$ cat config.mk
export PLATFORM = sky130hd
export DESIGN_NAME = tgb_encoder
export DESIGN_NICKNAME = d
export VERILOG_FILES = /design/src/rtl/tgb_pkg.sv /design/src/rtl/tgb_mux2.sv /design/src/rtl/tgb_gray_net.sv /design/src/rtl/tgb_gray2bin.sv /design/src/rtl/tgb_out_reg.sv /design/src/rtl/tgb_encoder.sv
export SDC_FILE = /design/constraint.sdc
export NUM_CORES = 1
export LEC_CHECK = 0
export ABC_CLOCK_PERIOD_IN_PS = 900
export BUFFER_PORTS_ARGS = -buffer_cell sky130_fd_sc_hd__buf_2
export CAP_MARGIN = 40
export CORE_AREA = 8 8 45 47
export DETAILED_ROUTE_END_ITERATION = 8
export DIE_AREA = 0 0 53 55
export REMOVE_ABC_BUFFERS = 1
export SLEW_MARGIN = 25
export SYNTH_ARGS = -nofsm -noshare
export SYNTH_HDL_FRONTEND = slang
export SYNTH_SLANG_ARGS = --single-unit
$ cat constraint.sdc
create_clock -name clk -period 0.9 [get_ports clk]
set_input_delay 0.045 -clock clk [delete_from_list [all_inputs] [get_ports clk]]
set_output_delay 0.045 -clock clk [all_outputs]
set_load 0.005 [all_outputs]
$ cat src/rtl/tgb_pkg.sv
package tgb_pkg;

  // Thermometer word width for a given binary width.
  function automatic int therm_width(input int bin_w);
    return (1 << bin_w) - 1;
  endfunction

  // Number of 2:1 cells the Gray network needs for a given binary width.
  function automatic int mux_count(input int bin_w);
    return (1 << (bin_w - 1)) - 1;
  endfunction

endpackage

$ cat src/rtl/tgb_mux2.sv
module tgb_mux2 (
  input  logic sel_i,
  input  logic d0_i,
  input  logic d1_i,
  output logic y_o
);

  always_comb begin
    y_o = sel_i ? d1_i : d0_i;
  end

endmodule

$ cat src/rtl/tgb_gray_net.sv
// Sparse mux network. For Gray bit j below the top one, cell m takes data
// bit T[2^j + m*2^(j+2)], selected by the bit 2^(j+1) positions above it.
// The innermost cell's "1" input is tied low.
module tgb_gray_net #(
  parameter int B_W = 4,
  localparam int T_W = tgb_pkg::therm_width(B_W)
) (
  input  logic [T_W-1:0] therm_i,
  output logic [B_W-1:0] gray_o
);

  // The top Gray bit is the midpoint comparator.
  assign gray_o[B_W-1] = therm_i[(1 << (B_W - 1)) - 1];

  for (genvar j = 0; j < B_W - 1; j++) begin : g_bit
    localparam int CELLS = 1 << (B_W - j - 2);
    localparam int STEP  = 1 << (j + 2);
    localparam int BASE  = 1 << j;
    localparam int SOFS  = 1 << (j + 1);

    logic [CELLS:0] link;
    assign link[CELLS] = 1'b0;

    for (genvar m = 0; m < CELLS; m++) begin : g_cell
      tgb_mux2 i_cell (
        .sel_i (therm_i[BASE + m * STEP + SOFS - 1]),
        .d0_i  (therm_i[BASE + m * STEP - 1]),
        .d1_i  (link[m + 1]),
        .y_o   (link[m])
      );
    end

    assign gray_o[j] = link[0];
  end

endmodule

$ cat src/rtl/tgb_gray2bin.sv
module tgb_gray2bin #(
  parameter int B_W = 4
) (
  input  logic [B_W-1:0] gray_i,
  output logic [B_W-1:0] bin_o
);

  always_comb begin
    bin_o[B_W-1] = gray_i[B_W-1];
    for (int i = B_W - 2; i >= 0; i--) begin
      bin_o[i] = bin_o[i + 1] ^ gray_i[i];
    end
  end

endmodule

$ cat src/rtl/tgb_out_reg.sv
module tgb_out_reg #(
  parameter int B_W = 4
) (
  input  logic           clk,
  input  logic           rst,
  input  logic [B_W-1:0] bin_d,
  input  logic           vld_d,
  output logic [B_W-1:0] bin_q,
  output logic           vld_q
);

  always_ff @(posedge clk) begin
    if (rst) begin
      bin_q <= '0;
      vld_q <= 1'b0;
    end else begin
      bin_q <= bin_d;
      vld_q <= vld_d;
    end
  end

endmodule

$ cat src/rtl/tgb_encoder.sv
module tgb_encoder #(
  parameter int B_W = 4,
  localparam int T_W = tgb_pkg::therm_width(B_W)
) (
  input  logic           clk,
  input  logic           rst,
  input  logic [T_W-1:0] therm_i,
  input  logic           therm_vld_i,
  output logic [B_W-1:0] bin_o,
  output logic           bin_vld_o
);

  logic [B_W-1:0] gray_w;
  logic [B_W-1:0] bin_w;

  tgb_gray_net #(.B_W(B_W)) i_gray (
    .therm_i (therm_i),
    .gray_o  (gray_w)
  );

  tgb_gray2bin #(.B_W(B_W)) i_g2b (
    .gray_i (gray_w),
    .bin_o  (bin_w)
  );

  tgb_out_reg #(.B_W(B_W)) i_oreg (
    .clk   (clk),
    .rst   (rst),
    .bin_d (bin_w),
    .vld_d (therm_vld_i),
    .bin_q (bin_o),
    .vld_q (bin_vld_o)
  );

endmodule

==> results.md, run 1 <==
* Drt initial violations at 0
* Ant diodes at 0
* H-tree Lvls at 1
* Sink Count at 5
* Largest net degree at the start of global routing at 7
* Critical Path Fanout Max at 2
* DP HPWL at between 500 and 600 um
* Vias/cell at 3.55
* Tightest Pin Transition at approximately 0.22 ns
* Layout cells sized above 1 at 60.0%
* Total power at 0.000628 W
* Hold Path Class: in -> reg
* CP max stage cell: mux2_4
* Initial Util at 17.4%
* Leakage power at between 0.2 and 0.25 nW
* Final worst-path cycle share at 93.2%
* Cell Count, Final, Fillers Out at 66
* Worst Path Buf+Inv at 1
* Wire per inst at roughly 9.4 um
* Synth Flop Type: dfxtp_1
* PnR worst setup slack at 0.0610 ns
* CP delay by family, top: XOR/XNOR gates
* DP Worst Slack at -0.198 ns
* CP endpoint kind: flip-flop
* Slew headroom at between 80% and 90%
* Worst path cell trace: buf_2, nor2b_4, xnor2_2, xor2_1, mux2_4
* Post-synthesis sequential area ratio at 41.7%
* Routed WL at 623 um
* Share of the synthesized area in the top cell type at between 40% and 50%
* Number of core rows at 14
* Vias in the first global route at approximately 280
* Share of flip-flops with an asynchronous set or reset at 0%
* Remaining global-route overflow at 0
* Placed cells at 62
* Die X at 53 um
* Distinct cells, synth at 15
* Count leader, synth: dfxtp_1
* Die area at about 3000 um^2
* IO Port Bufs at 22
* Synth Register Bits at 5
* Warnings from Yosys at 0
* Fmax at 1.19 GHz
* Post-synth EDFFs at 0
* Area Growth Syn to Fin at 68.2%
* Clock Tree Root: clkbuf_4
* Initial antenna violation count at 0
* Reg clk slew, reported paths at 0.04 ns
* Synth top cells by count: dfxtp_1 (5), inv_1 (2), nand3b_1 (2), nor2_1 (2), nor2b_1 (2)
* Max-Cap Viols at 0
* Post-DRT Antenna Nets at 0
* Final setup TNS at 0 ns
* Hold violation total from the final report at 0
* Status: finished, final reports clean
* First-pass GRT wire length at between 1 and 1.5 mm
* Final #Nets at about 70
* Post-layout minimum cycle time at 0.839 ns
* Clock Tree Buf Depth at 2
* DRC at 0
* IO Count at 23
* Worst path required time at between 1 and 1.5 ns
* Hold_buf cts at 0
* Maximum VDD drop at roughly 470 uV
* Via count at between 200 and 250
* Ranking of synthesized cells by area: dfxtp_1 (42%), xnor2_2 (6.8%), mux2_4 (6.3%), nand3b_1 (6.3%), nor2b_4 (5.7%)
* Mapped Cells at 23
* Endpoints failing setup at 0
* Die height at between 50 and 60 um
* CTS buffer count at 3
* CTS tree: yes
* Detailed Routing Iterations Pass 1 at 1
* Arrival @ worst endpoint at between 0.9 and 1 ns
* Core Util, Final at between 20% and 30%
* Pwr Density at roughly 1600 nW/um^2
* CTS-repair resized insts at 0
* Unrepaired setup endpoints after global routing: false
* Syn avg cell area at about 10 um^2
* Startpoint Class: input port
* Setup bufs post-CTS at 0
* Area leader, netlist: dfxtp_1
* Pins Over Slew Limit at 0
* Critical Path Max Stage Delay at 0.32 ns
* Area of the core at 1380 um^2
* GP Congestion at 0.581
* Total GRT Usage at roughly 5.4%
* Mapped Area at 240 um^2
* Critical path class: in -> reg
## per-stage QoR
step | hold slack [ns] | area, um^2
6_report | 0.0205 | 404
5_1_grt | 0.0208 | 404
4_1_cts | 0.0127 | 404
3_5_place_dp | 0.266 | 378
3_3_place_gp | 0.258 | 378
2_1_floorplan | 0.117 | 240
## where the power goes
part / internal (W) / switching, W
Combinational: 0.0000834 / 0.0000507
Clock: 0.000167 / 0.0000812
Sequential: 0.000243 / 0.00000339
## layer usage
layer	global-route usage, %	wire [um]
met2	8.59	343
met1	4.72	253
met4	5.17	0
met5	0	0
met3	2.94	27
## final cells by class
type | count | area (um^2)
well taps | 16 | 20.0
fillers | 143 | 980
repair buffers | 23 | 118
multi-input cells | 16 | 133
inverters | 2 | 7.51
clock buffers | 4 | 26.3
flip-flops and latches | 5 | 100
## worst paths after layout
kind	start	to	cells past startpoint
hold / removal	therm_vld_i	i_oreg.vld_q$_SDFF_PP0_	2
setup / recovery	therm_i[3]	i_oreg.bin_q[0]$_SDFF_PP0_	5
## registers in the layout, indices dropped and copies added (netlist names)
signal	flops
i_oreg.vld_q	1
i_oreg.bin_q	4
## cells in the final DEF, fill, tap and decap left out, drive strengths merged
master  instances
buf            23
nand2b          1
xnor2           1
clkbuf          4
o22ai           1
o21ai           1
o21ba           1
inv             2
nor2b           3
nand3b          2
dfxtp           5
nor2            2
mux2            1
o2111a          1
xor2            1
nor3            1
## logic make-up (layout without fill, tap and decap cells)
| group | Yosys count | after routing | share of synthesized area [%] |
|---|---|---|---|
| multiplexers | 1 | 1 | 6.25 |
| flip-flops | 5 | 5 | 41.7 |
| XOR/XNOR | 2 | 2 | 10.4 |
| buffers and inverters | 2 | 29 | 3.13 |
| AO/OA/AOI/OAI | 4 | 4 | 13.5 |
| AND/OR/NAND/NOR | 9 | 9 | 25.0 |
(Power assumes the default switching activity.)
==> run 2: changes to the inputs <==
- SYNTH_HIERARCHICAL: not set -> 1
==> results.md, run 2 <==
* Clock Tree Root: clkbuf_4 (unchanged)
* Drt initial violations at 1 (was 0)
* Endpoints failing setup at 1 (was 0)
* Via count at 245 (was 234)
* Worst Hold Slack at 0.0288 ns (was 0.0205 ns)
* Fmax at 0.710 GHz (was 1.19 GHz)
* Syn avg cell area at 12.0 um^2 (was 10.4 um^2)
* Synth Register Bits at 5 (unchanged)
* Mapped Area at 313 um^2 (was 240 um^2)
* Cell Count, Final, Fillers Out at 66 (unchanged)
* Commonest non-fill, non-tap cell in the layout: buf_2 (unchanged)
* H-tree Lvls at 1 (unchanged)
* Initial Util at 22.6% (was 17.4%)
* Largest net degree at the start of global routing at 6 (was 7)
* Top reg by flops: i_oreg/bin_q (was i_oreg.bin_q)
* Post-synthesis sequential area ratio at 32.0% (was 41.7%)
* Synth top cells by count: mux2_4 (7), dfxtp_1 (5), nor2b_1 (5), buf_4 (4), xnor2_1 (2) (was dfxtp_1 (5), inv_1 (2), nand3b_1 (2), nor2_1 (2), nor2b_1 (2))
* Number of core rows at 14 (unchanged)
* Remaining global-route overflow at 0 (unchanged)
* Pins Over Slew Limit at 0 (unchanged)
* Final instance area at 467 um^2 (was 404 um^2)
* Largest regs: i_oreg/bin_q: 4 flops, i_oreg/vld_q: 1 flops (was i_oreg.bin_q: 4 flops, i_oreg.vld_q: 1 flops)
* Layout cells sized above 1 at 68.0% (was 60.0%)
* Initial antenna violation count at 0 (unchanged)
* Hold_buf cts at 0 (unchanged)
* Vias/cell at 3.71 (was 3.55)
* Sink Count at 5 (unchanged)
* Area leader, netlist: mux2_4 (was dfxtp_1)
* Area Growth Syn to Fin at 49.2% (was 68.2%)
* CP endpoint kind: flip-flop (unchanged)
* Synth Flop Type: dfxtp_1 (unchanged)
* CTS buffer count at 3 (unchanged)
* Critical Path Fanout Max at 1 (was 2)
* Startpoint Class: input port (unchanged)
* GP Congestion at 0.690 (was 0.581)
* Failing checks: negative setup slack
* Placed cells at 62 (unchanged)
* Die height at 55 um (unchanged)
* Critical path class: in -> reg (unchanged)
* Dpl cell area at 420 um^2 (was 378 um^2)
* Final worst-path cycle share at 157% (was 93.2%)
* DRC at 0 (unchanged)
* PnR worst setup slack at -0.509 ns (was 0.0610 ns)
* Clock Tree Buf Depth at 2 (unchanged)
* Die X at 53 um (unchanged)
* Unrepaired setup endpoints after global routing: true (was false)
* Post-layout minimum cycle time at 1.41 ns (was 0.839 ns)
* Ant diodes at 0 (unchanged)
* IO Count at 23 (unchanged)
* Routed WL at 588 um (was 623 um)
* Detailed Routing Iterations Pass 1 at 2 (was 1)
* Largest register FFs at 4 (unchanged)
* Mapped Cells at 26 (was 23)
* Post-DRT Antenna Nets at 0 (unchanged)
* Die area at 2920 um^2 (unchanged)
* Total GRT Usage at 4.81% (was 5.36%)
* Area of the core at 1380 um^2 (unchanged)
* Hold violation total from the final report at 0 (unchanged)
* Arrival @ worst endpoint at 1.54 ns (was 0.96 ns)
* Pwr Density at 1470 nW/um^2 (was 1550 nW/um^2)
* Share of the synthesized area in the top cell type at 33.6% (was 41.7%)
* Distinct cells, synth at 8 (was 15)
* Maximum VDD drop at 311 uV (was 468 uV)
* Multi-input gate area at 198 um^2 (was 133 um^2)
* IO Port Bufs at 22 (unchanged)
* Fillers at 160 (was 143)
* FF+latch area at 100 um^2 (unchanged)
* Wire per inst at 8.91 um (was 9.44 um)
* Status: complete, but fails checks (was finished, final reports clean)
* Warnings from Yosys at 6 (was 0)
* Most frequent cells in the layout: buf_2 (20), mux2_4 (7), nor2b_1 (5), dfxtp_1 (5) (was buf_2 (22), dfxtp_1 (5), clkbuf_4 (3))
* Share of flip-flops with an asynchronous set or reset at 0% (unchanged)
* Final #Nets at 69 (unchanged)
* Worst path required time at 1.03 ns (was 1.02 ns)
* Vias in the first global route at 270 (was 284)
* Max-Cap Viols at 0 (unchanged)
* Hold Path Class: in -> reg (unchanged)
* Reg clk slew, reported paths at 0.04 ns (about the same)
* First-pass GRT wire length at 993 um (was 1.10 mm)
* Count leader, synth: mux2_4 (was dfxtp_1)
* Ranking of synthesized cells by area: mux2_4 (34%), dfxtp_1 (32%), nor2b_1 (10%), buf_4 (9.6%), xnor2_1 (5.6%) (was dfxtp_1 (42%), xnor2_2 (6.8%), mux2_4 (6.3%), nand3b_1 (6.3%), nor2b_4 (5.7%))
* Final setup TNS at -0.509 ns (was 0 ns)
* Total power at 0.000688 W (was 0.000628 W)
* Leakage power at 0.249 nW (was 0.214 nW)
* CTS tree: yes (unchanged)
* Post-synth EDFFs at 0 (unchanged)
-- run 2: cell count changes in the layout (fill, tap and decap cells not counted), sizes merged, moves of 2 or more --
cell / previous run / this run
conb: 0 / 3
inv: 2 / 0
mux2: 1 / 7
nand3b: 2 / 0
nor2: 2 / 0
nor2b: 3 / 5
-- run 2: worst paths after layout --
path	start	endpoint	slack, ns	cells after the start
hold / removal	therm_vld_i	i_oreg/vld_q$_SDFF_PP0_	0.03	2
setup / recovery	therm_i[14]	i_oreg/bin_q[0]$_SDFF_PP0_	-0.51	8
-- run 2: final cells by class --
cell class	instances	share of cell area, %
Tap cell	16	4.29
Timing Repair Buffer	22	26.3
Sequential cell	5	21.4
Clock buffer	4	5.63
Multi-Input combinational cell	19	42.4
-- run 2: report_power, final --
group          leakage (nW)  switching [W]  internal (W)
Clock                0.0150      0.0000813      0.000167
Sequential           0.0417     0.00000447      0.000246
Combinational         0.193      0.0000625      0.000127
Total                 0.249       0.000148      0.000540
-- run 2: worst max-delay path, stage by stage --
cell,delay (ns)
buf_6,0.07
mux2_4,0.28
mux2_4,0.25
mux2_4,0.25
mux2_4,0.27
xnor2_2,0.13
xnor2_1,0.12
nor2b_1,0.12
-- run 2: cells by family (layout without fill, tap and decap cells) --
family / count (synthesis) / after routing / synth area share [%]
muxes: 7 / 7 / 33.6
xor gates and xnor gates: 4 / 4 / 13.6
other: 1 / 3 / 1.20
DFF: 5 / 5 / 32.0
buffers and inverters: 4 / 26 / 9.60
and+or+nand+nor: 5 / 5 / 10.0
-- run 2: routing by layer --
layer | share of wire (%) | global-route usage, %
met5 | 0 | 0
met4 | 0 | 6.47
met3 | 19 | 2.67
met2 | 49 | 7.42
met1 | 32 | 3.81
-- run 2: repair_timing --
action,CTS,global route
gates cloned,0,0
resized for setup,3,0
setup buffers,0,0
endpoints found under the setup margin,1,1
pin swaps,2,0
-- run 2: stage by stage --
stage / setup WS, ns / utilization, %
after floorplan: -0.643 / -
after global placement: -0.774 / 30.4
after detailed placement: -0.791 / 30.4
after CTS: -0.506 / 33.7
after global routing: -0.558 / 33.7
final: -0.509 / 33.7
